===== src/rtl/gpio_port_pkg.sv =====
package gpio_port_pkg;
  typedef enum logic [1:0] {
    GP_DIR  = 2'd0,
    GP_LAT  = 2'd1,
    GP_PIN  = 2'd2,
    GP_NONE = 2'd3
  } gp_addr_e;
endpackage


===== src/rtl/gp_regfile.sv =====
module gp_regfile
  import gpio_port_pkg::*;
#(
  parameter int          W    = 16,
  parameter logic [W-1:0] MASK = '1
) (
  input  logic         clk,
  input  logic         rst,
  input  logic         wen,
  input  logic [1:0]   addr,
  input  logic [W-1:0] wdata,
  output logic [W-1:0] dir_q,
  output logic [W-1:0] lat_q
);
  logic dir_hit, lat_hit;

  assign dir_hit = wen && (gp_addr_e'(addr) == GP_DIR);
  // writes to the pin view land in the latch
  assign lat_hit = wen && ((gp_addr_e'(addr) == GP_LAT) || (gp_addr_e'(addr) == GP_PIN));

  always_ff @(posedge clk) begin
    if (rst) begin
      dir_q <= MASK;
      lat_q <= '0;
    end else begin
      if (dir_hit) dir_q <= wdata & MASK;
      if (lat_hit) lat_q <= wdata & MASK;
    end
  end
endmodule


===== src/rtl/gp_sync.sv =====
module gp_sync #(
  parameter int W      = 16,
  parameter int STAGES = 2
) (
  input  logic         clk,
  input  logic         rst,
  input  logic [W-1:0] d,
  output logic [W-1:0] q
);
  logic [W-1:0] stg [STAGES];

  always_ff @(posedge clk) begin
    if (rst) stg[0] <= '0;
    else     stg[0] <= d;
  end

  for (genvar s = 1; s < STAGES; s++) begin : g_stage
    always_ff @(posedge clk) begin
      if (rst) stg[s] <= '0;
      else     stg[s] <= stg[s-1];
    end
  end

  assign q = stg[STAGES-1];
endmodule


===== src/rtl/gp_pin_mux.sv =====
module gp_pin_mux #(
  parameter int           W    = 16,
  parameter logic [W-1:0] MASK = '1
) (
  input  logic         periph_en,
  input  logic [W-1:0] dir_q,
  input  logic [W-1:0] lat_q,
  input  logic [W-1:0] periph_oe,
  input  logic [W-1:0] periph_do,
  input  logic [W-1:0] pin_sync,
  output logic [W-1:0] pad_out,
  output logic [W-1:0] pad_oe,
  output logic [W-1:0] periph_di
);
  for (genvar i = 0; i < W; i++) begin : g_pin
    if (MASK[i]) begin : g_live
      logic owned, port_drv;
      assign owned        = periph_en & periph_oe[i];
      assign port_drv     = ~owned & ~dir_q[i];
      assign pad_oe[i]    = owned | port_drv;
      assign pad_out[i]   = owned ? periph_do[i] : lat_q[i];
      assign periph_di[i] = pin_sync[i] & ~port_drv;
    end else begin : g_dead
      assign pad_oe[i]    = 1'b0;
      assign pad_out[i]   = 1'b0;
      assign periph_di[i] = 1'b0;
    end
  end
endmodule


===== src/rtl/shared_gpio_port.sv =====
module shared_gpio_port
  import gpio_port_pkg::*;
#(
  parameter int           W          = 16,
  parameter logic [W-1:0] MASK       = 16'hBFFF,
  parameter int           SYNC_DEPTH = 2
) (
  input  logic         clk,
  input  logic         rst,
  input  logic         reg_wen,
  input  logic [1:0]   reg_addr,
  input  logic [W-1:0] reg_wdata,
  output logic [W-1:0] reg_rdata,
  input  logic         periph_en,
  input  logic [W-1:0] periph_oe,
  input  logic [W-1:0] periph_do,
  output logic [W-1:0] periph_di,
  input  logic [W-1:0] pad_in,
  output logic [W-1:0] pad_out,
  output logic [W-1:0] pad_oe
);
  logic [W-1:0] dir_q, lat_q, pin_sync;

  gp_regfile #(.W(W), .MASK(MASK)) u_regs (
    .clk(clk), .rst(rst), .wen(reg_wen), .addr(reg_addr), .wdata(reg_wdata),
    .dir_q(dir_q), .lat_q(lat_q)
  );

  gp_sync #(.W(W), .STAGES(SYNC_DEPTH)) u_sync (
    .clk(clk), .rst(rst), .d(pad_in), .q(pin_sync)
  );

  gp_pin_mux #(.W(W), .MASK(MASK)) u_mux (
    .periph_en(periph_en), .dir_q(dir_q), .lat_q(lat_q),
    .periph_oe(periph_oe), .periph_do(periph_do), .pin_sync(pin_sync),
    .pad_out(pad_out), .pad_oe(pad_oe), .periph_di(periph_di)
  );

  always_comb begin
    unique case (gp_addr_e'(reg_addr))
      GP_DIR:  reg_rdata = dir_q;
      GP_LAT:  reg_rdata = lat_q;
      GP_PIN:  reg_rdata = pin_sync & MASK;
      default: reg_rdata = '0;
    endcase
  end
endmodule


===== config.mk =====
export PLATFORM = sky130hd
export DESIGN_NAME = shared_gpio_port
export DESIGN_NICKNAME = d
export VERILOG_FILES = /design/src/rtl/gpio_port_pkg.sv /design/src/rtl/gp_regfile.sv /design/src/rtl/gp_sync.sv /design/src/rtl/gp_pin_mux.sv /design/src/rtl/shared_gpio_port.sv
export SDC_FILE = /design/constraint.sdc
export NUM_CORES = 1
export LEC_CHECK = 0
export ABC_AREA = 1
export ABC_CLOCK_PERIOD_IN_PS = 1200
export BUFFER_PORTS_ARGS = -buffer_cell sky130_fd_sc_hd__buf_4
export CORE_UTILIZATION = 45
export CTS_CLUSTER_SIZE = 10
export DETAILED_ROUTE_END_ITERATION = 12
export GPL_TIMING_DRIVEN = 0
export PLACE_DENSITY = 0.76
export SLEW_MARGIN = 10
export SYNTH_ARGS = -nofsm -noshare
export SYNTH_HDL_FRONTEND = slang
export SYNTH_HIERARCHICAL = 1
export SYNTH_SLANG_ARGS = --single-unit

===== constraint.sdc =====
create_clock -name clk -period 1.2 [get_ports clk]
set_input_delay 0.12 -clock clk [delete_from_list [all_inputs] [get_ports clk]]
set_output_delay 0.12 -clock clk [all_outputs]
set_load 0.05 [all_outputs]

==> Word level (Yosys, flattened, before mapping) <==
Memory sizes are Yosys's and may differ from the RTL's.
Index checks and enable logic that the tools add are counted.
W data, S select, Z words.
{ "totals": {"register_bits": 30, "mem_bits_rw": 32, "in_bits": 70, "out_inout_bits": 64, "word_cells": 137, "mem_count": 1} }
{ "classes": {"n_eq_ne": 2, "muxes": 21, "n_bitwise": 107, "reduce_logical": 4} }
{ "memory_table": {"columns": ["memory", "depth", "word_bits", "rd", "rd_clocked_by_memory_dff", "wr", "line_no", "text"], "rows": [
  ["u_sync.stg", 2, 16, 2, 0, 2, "gp_sync.sv:10", "logic [W-1:0] stg [STAGES];"]
]} }
{ "ops": {"columns": ["op", "n"], "rows": [
  ["$pmux W16 S3", 1],
  ["$and A1 B1 Y1", 45],
  ["$not A1 Y1", 45],
  ["$mux W16", 2],
  ["$mux W1", 18],
  ["$or A1 B1 Y1", 17],
  ["$eq A2 B1 Y1 const B", 1],
  ["$eq A2 B2 Y1 const B", 1],
  ["$logic_and A1 B1 Y1", 2],
  ["$logic_not A2 Y1", 1],
  ["$logic_or A1 B1 Y1", 1]
]} }

==> Depth between registers and ports, before layout <==
{ "depth": {"ltp_word": 5, "depth_mapped": 7, "mapped_depth_nobuf": 6} }

==> Modules after synthesis <==
Netlist, hierarchy kept.
{ "modules_own_cells": {"columns": ["module", "n_inst", "cells_per_inst", "area_each_um2", "seq_area_each_um2"], "rows": [
  ["gp_regfile", 1, 170, 1223.7, 600.6],
  ["gp_sync", 1, 99, 914.6, 640.6],
  ["gp_pin_mux", 1, 127, 600.6, 0.0],
  ["shared_gpio_port", 1, 73, 416.6, 0.0]
]} }

==> Least setup slack after synthesis <==
No wires, ideal clock.
{ "synth_path": {"kind": "reg2out", "from": "register u_regs.dir_q[5]", "to": "output periph_di[5]", "arrival_time_ns": 1.186, "t_required_ns": 1.080, "setup_slack_ns": -0.106, "stages_incl_launch_ff": 3, "path_buffers": 0, "cell_sequence": "dfxtp_1 inv_1 a21oi_1"} }
{ "synth_between": {"elab_chain_len": 4} }
{ "synth_lines": {"columns": ["item", "line_no", "text"], "rows": [
  ["start, declared", "gp_regfile.sv:12", "output logic [W-1:0] dir_q,"],
  ["start signal, assigned", "gp_regfile.sv:26", "if (dir_hit) dir_q <= wdata & MASK;"],
  ["$not A1 Y1", "gp_pin_mux.sv:19", "assign port_drv = ~owned & ~dir_q[i];"],
  ["$and A1 B1 Y1", "gp_pin_mux.sv:19", null],
  ["$not A1 Y1", "gp_pin_mux.sv:22", "assign periph_di[i] = pin_sync[i] & ~port_drv;"],
  ["$and A1 B1 Y1", "gp_pin_mux.sv:22", null],
  ["end, declared", "shared_gpio_port.sv:17", "output logic [W-1:0] periph_di,"]
]} }
No other way between the ends.

==> flow_metrics.env <==
export IMPL_status="finished, final reports clean"
export IMPL_maxSlewViolCount=0
export IMPL_netlist_instances=463
export IMPL_drt_antenna_violating_nets=0
export IMPL_hold_viol_final=0
export IMPL_worstSetupPathDepth=3
export IMPL_p_per_area_nw_per_um2=1240
export IMPL_mappedNetlistArea_um2=3100
export IMPL_cts_buffer_depth=2
export IMPL_grt_use_total_pct=26.7
export IMPL_cpLargestDelayFamily="flip-flops"
export IMPL_max_cap_viol_count=0
export IMPL_design_area_um2=4930
export IMPL_clkSinkCount=60
export IMPL_timing_final_crit_share_pct=99.9
export IMPL_nets=693
export IMPL_drtIter0Drc=253
export IMPL_clock_latency_ns=0.34
export IMPL_start_util_pct=47.7
export IMPL_required_ns=1.08
export IMPL_syn_area_per_cell_um2=6.70
export IMPL_final_common_cell="nand2_1"
export IMPL_area_delta_synth_final_pct=58.9
export IMPL_drt_total_wl_um=9710
export IMPL_cts_root_buffer="clkbuf_8"
export IMPL_portBuffers=123
export IMPL_core_um2=6490
export IMPL_cts_buffers=9
export IMPL_crit_arrival_ns=1.08
export IMPL_p_leak_nw=2.72
export IMPL_maxSlewHeadroom_pct=66.1
export IMPL_grt_overflow=0
export IMPL_die_w_um=85.0
export IMPL_period_minus_slack_ns=1.20
export IMPL_fin_setup_tns_ns=0
export IMPL_clk_pin_slew_ns=0.07
export IMPL_path_buf_inv=1
export IMPL_drcViolationCount=0
export IMPL_die_area_um2=7230
export IMPL_critical_path_class="register to output port"
export IMPL_diodes=0
export IMPL_rsz0062_at_grt="yes"
export IMPL_layout_drive_gt1_share_pct=44.7
export IMPL_crit_path_frequent_cell="nand3_2"
export IMPL_min_path_type="primary input to register"
export IMPL_gp_congestion=0.867
export IMPL_worstSetupEndpointType="output port"
export IMPL_vias=3488
export IMPL_fin_skew_ns=0.00612
export IMPL_h_tree_depth=3
export IMPL_path_cells="nand3_2 -> nand3_2 -> buf_6"
export IMPL_cts_tree="done"
export IMPL_cpPeakStageDelay_ns=0.37
export IMPL_dpl_cell_area_um2=4170
export IMPL_final_cell_mix="nand2_1 (114), buf_4 (106), nand3_1 (70)"
export IMPL_rows=29
export IMPL_grt_first_pass_wirelength_um=14800
export IMPL_max_freq_ghz=0.835
export IMPL_setup_viol=0
export IMPL_io_pins=134
export IMPL_reg2reg_depth=5
export IMPL_ys_warn_count=6
export IMPL_antenna_found_initial=0
export IMPL_crit_path_start_kind="register"
export IMPL_hpwl_um=6650
export IMPL_holdPathStages=3
export IMPL_first_pass_iters=5
export IMPL_detail_route_wl_per_cell_um=13.8
export IMPL_via_per_inst=4.95
export IMPL_peakVddDrop_uv=1020
export IMPL_die_h_um=85.0
export IMPL_worstMarginPinSlew_ns=0.509
export IMPL_slowest_stage="dfxtp_4"
export IMPL_grt_pass1_vias=3148
export IMPL_critPathMaxFanout=2
export IMPL_grt_max_degree=13
flip-flops by register name, summed over array words and instances, names as in the netlist:
register      count
u_sync/stg       30
u_regs/lat_q     15
u_regs/dir_q     15
worst reg2reg max path, cell delays in order, from the launching register on:
cell,delay [ns]
dfxtp_2,0.33
buf_4,0.12
inv_1,0.04
nand2_1,0.04
nand2_1,0.05
nor2_1,0.04
metrics by stage:
stage          cells  setup WS (ns)  total power [mW]  hold WS [ns]  utilization [%]
3_3_place_gp     666         0.0206              3.88         0.323             64.2
6_report         704        0.00177              6.09        0.0171             75.9
5_1_grt          704        -0.0379              6.36       0.00507             75.9
2_1_floorplan    466          0.161              3.33         0.191                -
3_5_place_dp     666         0.0284              3.90         0.327             64.2
4_1_cts          699       -0.00138              6.04      0.000203             72.5
cell type report:
cell class,count,area (um2)
sequential,60,1270
tap,77,96.3
multi-input combinational,297,1500
buffer,29,255
fill,507,1570
clock buffer,9,124
inverter,80,305
timing repair buffer,145,1280
clock inverter,7,98.8
per-layer routing:
metal	track usage, %	wire, um	vias up
li1	-	-	1715
met4	10.5	223	0
met1	31.7	3700	1581
met2	46.3	4950	168
met3	6.81	830	24
met5	0	0	-
report_power, final:
group | total, mW | internal [mW] | switching (mW)
Sequential | 2.21 | 2.12 | 0.0961
Combinational | 1.85 | 0.694 | 1.16
Clock | 2.02 | 1.18 | 0.844
worst paths after layout:
check | start | end | slack, ns
min reg2reg | u_sync/stg[0][15] | u_sync/stg[1][15] | 0.39
min | reg_wdata[11] | u_regs/lat_q[11] | 0.02
max reg2reg | u_regs/lat_q[11] | u_regs/lat_q[11] | 0.46
max | u_sync/stg[1][0] | reg_rdata[0] | 0.002
what timing repair did:
item,4_1_cts,5_1_grt
hold endpoints to repair,16,0
endpoints found under the setup margin,29,33
pin swaps,4,23
gates cloned,0,0
gates resized for setup,59,71
setup buffers,0,5
hold buffers,17,0
(Power assumes the default switching activity.)
